$ cat src/rtl/csd_pkg.sv
`timescale 1ns/1ps
package csd_pkg;

  // two-bit signed digit: {nonzero, negative}
  typedef enum logic [1:0] {
    DIG_ZERO = 2'b00,
    DIG_POS  = 2'b10,
    DIG_NEG  = 2'b11
  } csd_digit_e;

  // digit produced at one position from the current bit, the bit above it
  // and the run-of-ones carry; an odd local sum becomes a nonzero digit whose
  // sign is chosen by the next bit so that the following position sees zero
  function automatic csd_digit_e csd_digit_of(input logic cur, input logic nxt,
                                              input logic cin);
    if (cur ^ cin) return nxt ? DIG_NEG : DIG_POS;
    return DIG_ZERO;
  endfunction

  // carry leaving one position
  function automatic logic csd_carry_of(input logic cur, input logic nxt,
                                        input logic cin);
    if (cur ^ cin) return nxt;
    return cur & cin;
  endfunction

endpackage

$ cat src/rtl/csd_bit_select.sv
`timescale 1ns/1ps
module csd_bit_select #(
  parameter int N = 8,
  localparam int IDX_W = $clog2(N + 1)
) (
  input  logic [N-1:0]     operand,
  input  logic             signed_mode,
  input  logic [IDX_W-1:0] pos,
  output logic             cur_bit,
  output logic             nxt_bit
);

  logic       top_fill;
  logic [N+1:0] ext;

  assign top_fill = signed_mode & operand[N-1];
  assign ext      = {top_fill, top_fill, operand};

  always_comb begin
    cur_bit = 1'b0;
    nxt_bit = 1'b0;
    for (int k = 0; k <= N; k++) begin
      if (pos == IDX_W'(k)) begin
        cur_bit = ext[k];
        nxt_bit = ext[k+1];
      end
    end
  end

endmodule

$ cat src/rtl/csd_step_logic.sv
`timescale 1ns/1ps
module csd_step_logic
  import csd_pkg::*;
(
  input  logic       cur_bit,
  input  logic       nxt_bit,
  input  logic       carry_in,
  output logic [1:0] digit,
  output logic       carry_out
);

  csd_digit_e dig_e;

  assign dig_e     = csd_digit_of(cur_bit, nxt_bit, carry_in);
  assign digit     = dig_e;
  assign carry_out = csd_carry_of(cur_bit, nxt_bit, carry_in);

endmodule

$ cat src/rtl/csd_digit_store.sv
`timescale 1ns/1ps
module csd_digit_store #(
  parameter int N = 8,
  localparam int IDX_W = $clog2(N + 1),
  localparam int CNT_W = $clog2(N + 2),
  localparam int NDIG  = N + 1
) (
  input  logic              clk,
  input  logic              rst_n,
  input  logic              clear,
  input  logic              wr_en,
  input  logic [IDX_W-1:0]  wr_idx,
  input  logic [1:0]        wr_digit,
  output logic [2*NDIG-1:0] digits,
  output logic [CNT_W-1:0]  nz_count
);

  logic [NDIG-1:0] slot_we;
  logic [NDIG-1:0] nz_vec;
  logic [NDIG-1:0] neg_vec;

  for (genvar k = 0; k < NDIG; k++) begin : g_slot
    logic [1:0] dig_q;
    assign slot_we[k] = wr_en && (wr_idx == IDX_W'(k));
    always_ff @(posedge clk or negedge rst_n) begin
      if (!rst_n)          dig_q <= 2'b00;
      else if (clear)      dig_q <= 2'b00;
      else if (slot_we[k]) dig_q <= wr_digit;
    end
    assign digits[2*k +: 2] = dig_q;
    assign nz_vec[k]        = dig_q[1];
    assign neg_vec[k]       = dig_q[0];


    enc_legal_chk: assert property (@(posedge clk) disable iff (!rst_n)
      !(neg_vec[k] && !nz_vec[k]));
  end

  always_ff @(posedge clk or negedge rst_n) begin
    if (!rst_n)                   nz_count <= '0;
    else if (clear)               nz_count <= '0;
    else if (wr_en && wr_digit[1]) nz_count <= nz_count + CNT_W'(1);
  end


  one_slot_chk: assert property (@(posedge clk) disable iff (!rst_n)
    $onehot0(slot_we));


  count_match_chk: assert property (@(posedge clk) disable iff (!rst_n)
    32'(nz_count) == $countones(nz_vec));

endmodule

$ cat src/rtl/csd_recoder.sv
`timescale 1ns/1ps
module csd_recoder #(
  parameter int N = 8,
  localparam int IDX_W = $clog2(N + 1),
  localparam int CNT_W = $clog2(N + 2),
  localparam int NDIG  = N + 1,
  localparam int CHK_W = $clog2(N + 3)
) (
  input  logic              clk,
  input  logic              rst_n,
  input  logic              load_i,
  input  logic              signed_i,
  input  logic [N-1:0]      mult_i,
  output logic [2*NDIG-1:0] digits_o,
  output logic [CNT_W-1:0]  nz_count_o,
  output logic              valid_o
);

  logic [N-1:0]     op_q;
  logic             sgn_q;
  logic             busy_q;
  logic             carry_q;
  logic [IDX_W-1:0] pos_q;

  logic       cur_bit, nxt_bit;
  logic [1:0] step_digit;
  logic       step_carry;

  // named internal events
  logic step_fire;
  logic last_step;
  logic restart;

  assign restart   = load_i;
  assign step_fire = busy_q && !load_i;
  assign last_step = step_fire && (pos_q == IDX_W'(N));

  csd_bit_select #(.N(N)) u_sel (
    .operand     (op_q),
    .signed_mode (sgn_q),
    .pos         (pos_q),
    .cur_bit     (cur_bit),
    .nxt_bit     (nxt_bit)
  );

  csd_step_logic u_step (
    .cur_bit   (cur_bit),
    .nxt_bit   (nxt_bit),
    .carry_in  (carry_q),
    .digit     (step_digit),
    .carry_out (step_carry)
  );

  csd_digit_store #(.N(N)) u_store (
    .clk      (clk),
    .rst_n    (rst_n),
    .clear    (restart),
    .wr_en    (step_fire),
    .wr_idx   (pos_q),
    .wr_digit (step_digit),
    .digits   (digits_o),
    .nz_count (nz_count_o)
  );

  always_ff @(posedge clk or negedge rst_n) begin
    if (!rst_n) begin
      op_q    <= '0;
      sgn_q   <= 1'b0;
      busy_q  <= 1'b0;
      carry_q <= 1'b0;
      pos_q   <= '0;
      valid_o <= 1'b0;
    end else if (restart) begin
      op_q    <= mult_i;
      sgn_q   <= signed_i;
      busy_q  <= 1'b1;
      carry_q <= 1'b0;
      pos_q   <= '0;
      valid_o <= 1'b0;
    end else if (step_fire) begin
      carry_q <= step_carry;
      pos_q   <= pos_q + IDX_W'(1);
      if (last_step) begin
        busy_q  <= 1'b0;
        valid_o <= 1'b1;
      end
    end
  end

  // checker state: edges since the last load, saturating
  logic [CHK_W-1:0] since_load;
  always_ff @(posedge clk or negedge rst_n) begin
    if (!rst_n)                          since_load <= '1;
    else if (load_i)                     since_load <= '0;
    else if (since_load != {CHK_W{1'b1}}) since_load <= since_load + CHK_W'(1);
  end


  load_clears_chk: assert property (@(posedge clk) disable iff (!rst_n)
    load_i |=> (!valid_o && nz_count_o == '0 && digits_o == '0));


  valid_latency_chk: assert property (@(posedge clk) disable iff (!rst_n)
    $rose(valid_o) |-> (32'(since_load) == N + 1));


  valid_hold_chk: assert property (@(posedge clk) disable iff (!rst_n)
    (valid_o && !load_i) |=> (valid_o && $stable(digits_o) && $stable(nz_count_o)));

  for (genvar k = 0; k < N; k++) begin : g_adj

    no_adjacent_chk: assert property (@(posedge clk) disable iff (!rst_n)
      valid_o |-> !(digits_o[2*k+1] && digits_o[2*k+3]));
  end

endmodule

$ cat config.mk
export PLATFORM = sky130hd
export DESIGN_NAME = csd_recoder
export DESIGN_NICKNAME = d
export VERILOG_FILES = /design/src/rtl/csd_pkg.sv /design/src/rtl/csd_bit_select.sv /design/src/rtl/csd_step_logic.sv /design/src/rtl/csd_digit_store.sv /design/src/rtl/csd_recoder.sv
export SDC_FILE = /design/constraint.sdc
export NUM_CORES = 1
export LEC_CHECK = 0
export BUFFER_PORTS_ARGS = -buffer_cell sky130_fd_sc_hd__buf_2
export CORE_ASPECT_RATIO = 1.4
export CORE_MARGIN = 5
export CORE_UTILIZATION = 55
export CTS_CLUSTER_DIAMETER = 80
export DETAILED_ROUTE_END_ITERATION = 12
export PLACE_DENSITY = 0.87
export REMOVE_ABC_BUFFERS = 1
export SYNTH_ARGS = -nofsm -noshare
export SYNTH_HDL_FRONTEND = slang
export SYNTH_SLANG_ARGS = --single-unit
$ cat constraint.sdc
create_clock -name clk -period 3.5 [get_ports clk]
set_clock_uncertainty 0.1 [all_clocks]
set_input_delay 0.175 -clock clk [delete_from_list [all_inputs] [get_ports clk]]
set_output_delay 0.175 -clock clk [all_outputs]
set_load 0.02 [all_outputs]
==> results_tabular.tex <==
\begin{tabular}{lr}
\hline
Metric & Value \\
\hline
\multicolumn{2}{l}{\textbf{Clocking}} \\
\quad Number of buffers inserted to repair setup after CTS & 0 \\
\quad Deepest clock path buffer count & 2 \\
\quad Number of buffers added by the clock tree synthesis step & 5 \\
\quad Clock latency on the worst-skew pair & 0.28 ns \\
\quad Clock Root Buffer & clkbuf\_8 \\
\quad TritonCTS clock tree & yes \\
\quad Number of buffers inserted for hold repair after clock tree synthesis & 2 \\
\quad Count of instances resized after the clock tree is built & 0 \\
\quad Clock-pin slew of the registers on the worst-case setup and hold paths & 0.07 ns \\
\quad H-tree depth reported by CTS & 2 \\
\quad \# clock sinks & 38 \\
\multicolumn{2}{l}{\textbf{Floorplan}} \\
\quad Die X & 60.1 um \\
\quad Initial core utilization & 0.572 \\
\quad Core box area & 3380 um2 \\
\quad Ports placed on the boundary & 35 \\
\quad Number of core rows & 25 \\
\quad Die Span Y & 80.1 um \\
\quad DIE AREA & 4820 um2 \\
\multicolumn{2}{l}{\textbf{Worst setup path}} \\
\quad R2R setup slack & 0.46 ns \\
\quad Critical Path Sink Type & flip-flop \\
\quad Critical path class & reg -> reg \\
\quad Arr. time, crit path & 3.13 ns \\
\quad R2r startpoint & pos\_q[0]\$\_DFFE\_PN0N\_ \\
\quad Critical Path RT & 3.60 ns \\
\quad Kind of start point of the critical path & flip-flop \\
\quad Reg-to-reg critical path endpoint & u\_store.nz\_count[3]\$\_DFFE\_PN0P\_ \\
\quad Worst-case reg-to-reg path depth & 11 \\
\quad Peak fanout along the critical path & 14 \\
\multicolumn{2}{l}{\textbf{Run}} \\
\quad Number of max-capacitance violations reported & 0 \\
\multicolumn{2}{l}{\textbf{Yosys}} \\
\quad Number of warnings reported in the yosys synthesis log & 0 \\
\quad Leading cell type by number of instances after synthesis & dfrtp\_1 \\
\quad Fraction of post-synthesis cell area in the top cell type by area & 0.492 \\
\quad Post-synth top cells & dfrtp\_1 (38), nor2\_1 (23), mux2i\_1 (12), nand3\_1 (12) \\
\quad Async S/R FF share, synth & 1.00 \\
\quad Synth Area per Inst & 11.0 um2 \\
\quad Number of enable flip-flop cells after synthesis & 0 \\
\quad Cells taking the most area after synthesis & dfrtp\_1 (49\%), mux2i\_1 (6.2\%), mux2\_2 (4.7\%) \\
\quad Proportion of synthesized chip area in sequential cells & 0.492 \\
\quad Post-Syn Instances & 176 \\
\quad Synth Flop Type & dfrtp\_1 \\
\quad Combined area of all synthesized cells & 1930 um2 \\
\quad Number of distinct standard cells referenced by the synthesized netlist & 39 \\
\quad FF+latch count, synth & 38 \\
\quad Yosys top cell by area & dfrtp\_1 \\
\multicolumn{2}{l}{\textbf{Route}} \\
\quad DRT Wirelength & 3850 um \\
\quad Via density per instance & 5.60 \\
\quad Remaining number of nets flagged by the antenna check after routing & 0 \\
\quad DR vias & 1390 \\
\quad Number of design-rule violations left by the first detailed-router iteration & 37 \\
\quad WL per Instance & 15.5 um \\
\quad Number of iterations in the first detailed-routing pass & 4 \\
\quad Post-detailed-route DRC marker count & 0 \\
\multicolumn{2}{l}{\textbf{Placed design}} \\
\quad Post-placement worst setup slack & 0.490 ns \\
\quad Buffers on Ports & 34 \\
\quad \# placed instances & 239 \\
\quad Weighted congestion at the end of routability-driven global placement & 0.906 \\
\quad Sum of net half-perimeters after detailed placement & 2740 um \\
\multicolumn{2}{l}{\textbf{Global route}} \\
\quad Number of global-route vias before repair & 1432 \\
\quad Global routing usage summed across all routing layers & 0.180 \\
\quad Grt total ovfl & 0 \\
\quad Antenna violations before repair & 0 \\
\quad Pin count of the biggest net entering global routing & 46 \\
\quad Global-route wire length before repair & 6560 um \\
\multicolumn{2}{l}{\textbf{Timing}} \\
\quad Max-Slew Margin vs Limit & 0.438 \\
\quad Max frequency & 0.329 GHz \\
\quad Setup repair after global routing missed its margin & false \\
\quad Final count of negative-setup-slack endpoints & 0 \\
\quad Fin. Hold Viols & 0 \\
\quad Final hold slack & 0.0189 ns \\
\quad Post-layout minimum cycle time & 3.04 ns \\
\quad Portion of the clock cycle consumed by the worst path in the final layout & 0.868 \\
\quad Setup slack after layout & 0.462 ns \\
\quad Final max-slew violation count & 0 \\
\quad Sum of negative setup slack & 0 ns \\
\quad Transition at the pin with the smallest max-transition slack & 0.842 ns \\
\multicolumn{2}{l}{\textbf{Final layout}} \\
\quad Count of placed standard cells in the final layout, fillers left out & 248 \\
\quad Fraction of final layout cells sized beyond drive strength 1 & 0.308 \\
\quad Antenna diode instance count & 0 \\
\quad Nets & 226 \\
\quad Fill cell count & 275 \\
\quad Area added between synthesis and finish & 13.7\% \\
\multicolumn{2}{l}{\textbf{Worst hold path}} \\
\quad Hold path start & mult\_i[7] \\
\quad Worst hold path endpoint & op\_q[7]\$\_DFFE\_PN0P\_ \\
\quad Hold depth & 2 \\
\quad Worst min-delay path category & in -> reg \\
\multicolumn{2}{l}{\textbf{Power}} \\
\quad Maximum VDD drop & 0.359 mV \\
\quad Leakage power summed over all cells & 1.11 nW \\
\quad Overall power consumption & 1.03 mW \\
\quad Power density of the placed cells & 468 nW/um2 \\
\multicolumn{2}{l}{\textbf{Outcome}} \\
\quad Result of the run & completed \\
\hline
\end{tabular}
[cell type report]
type,count,area [um2],share of cell area
Sequential cell,38,951,0.433
Timing Repair Buffer,36,190,0.0865
Multi-Input combinational cell,121,908,0.413
Inverter,6,22.5,0.0102
Clock buffer,7,76.3,0.0347
Tap cell,40,50.0,0.0228
[kinds of logic (layout without fill, tap and decap cells)]
family / Yosys count / after routing / synth area share
multiplexers: 20 / 20 / 0.109
adder cells (fa/ha/maj): 6 / 6 / 0.0388
flip-flops: 38 / 38 / 0.492
AO/OA/AOI/OAI: 30 / 30 / 0.144
XOR/XNOR: 5 / 5 / 0.0227
buffers and inverters: 17 / 49 / 0.0382
AND/OR/NAND/NOR: 60 / 60 / 0.156
[layout by cell type (no fill, tap or decap), drive strengths merged]
cell type	instances
nor3	1
and3	1
a32oi	1
nand2	8
and2b	1
a21oi	5
mux2i	12
nand4	1
mux2	8
a22oi	2
or3	1
buf	34
nand3b	8
nor2	24
inv	6
a22o	1
clkbuf	7
xnor2	2
a2bb2oi	1
nor2b	1
o21ai	8
xor2	3
nand2b	2
ha	6
o31ai	6
a21o	1
nand3	12
dlygate4sd3	2
dfrtp	38
o311a	1
a221oi	3
a311oi	1
[critical path, stage by stage (launching register included)]
cell and delay [ns]:
dfrtp_1 0.43, inv_1 0.09, ha_1 0.29, nor2b_1 0.19, a221oi_1 0.30, nor2_1 0.08
a21oi_1 0.11, o21ai_0 0.09, ha_1 0.57, nand2_1 0.18, or3_1 0.38, a21oi_1 0.16
[worst max path at each step]
| stage | endpoint | slack (ns) | cells past startpoint | from |
|---|---|---|---|---|
| after CTS | u_store.nz_count[3]$_DFFE_PN0P_ | 0.49 | 11 | pos_q[0]$_DFFE_PN0N_ |
| after detailed placement | u_store.nz_count[3]$_DFFE_PN0P_ | 0.49 | 11 | pos_q[0]$_DFFE_PN0N_ |
| after global placement | u_store.nz_count[3]$_DFFE_PN0P_ | 0.62 | 11 | pos_q[0]$_DFFE_PN0N_ |
| after floorplan | u_store.nz_count[3]$_DFFE_PN0P_ | 0.83 | 11 | pos_q[0]$_DFFE_PN0N_ |
| after global routing | u_store.nz_count[3]$_DFFE_PN0P_ | 0.16 | 11 | pos_q[1]$_DFFE_PN0N_ |
| final | u_store.nz_count[3]$_DFFE_PN0P_ | 0.46 | 11 | pos_q[0]$_DFFE_PN0N_ |
[metrics by stage]
step	util	area [um2]
after global routing	0.651	2200
after detailed placement	0.622	2100
after global placement	0.622	2100
after floorplan	-	1880
final	0.651	2200
after CTS	0.651	2200
[report_power, final]
part           internal [mW]  leakage (nW)  switching [mW]
logic                 0.0977         0.569           0.150
registers              0.473         0.500          0.0328
clock network          0.137        0.0383           0.138
[flip-flops by register name, indices dropped and copies added, names as in the netlist]
name and cells:
u_store.g_slot.dig_q 18, busy_q 1, op_q 8, sgn_q 1, carry_q 1, valid_o 1, pos_q 4, u_store.nz_count 4
[routing by layer]
metal,part of all wire,global-route usage
met3,0.042,0.0450
met1,0.42,0.213
met4,0.020,0.0754
met5,0,0
met2,0.52,0.301
Note: power is estimated with default switching activity, not from simulation.
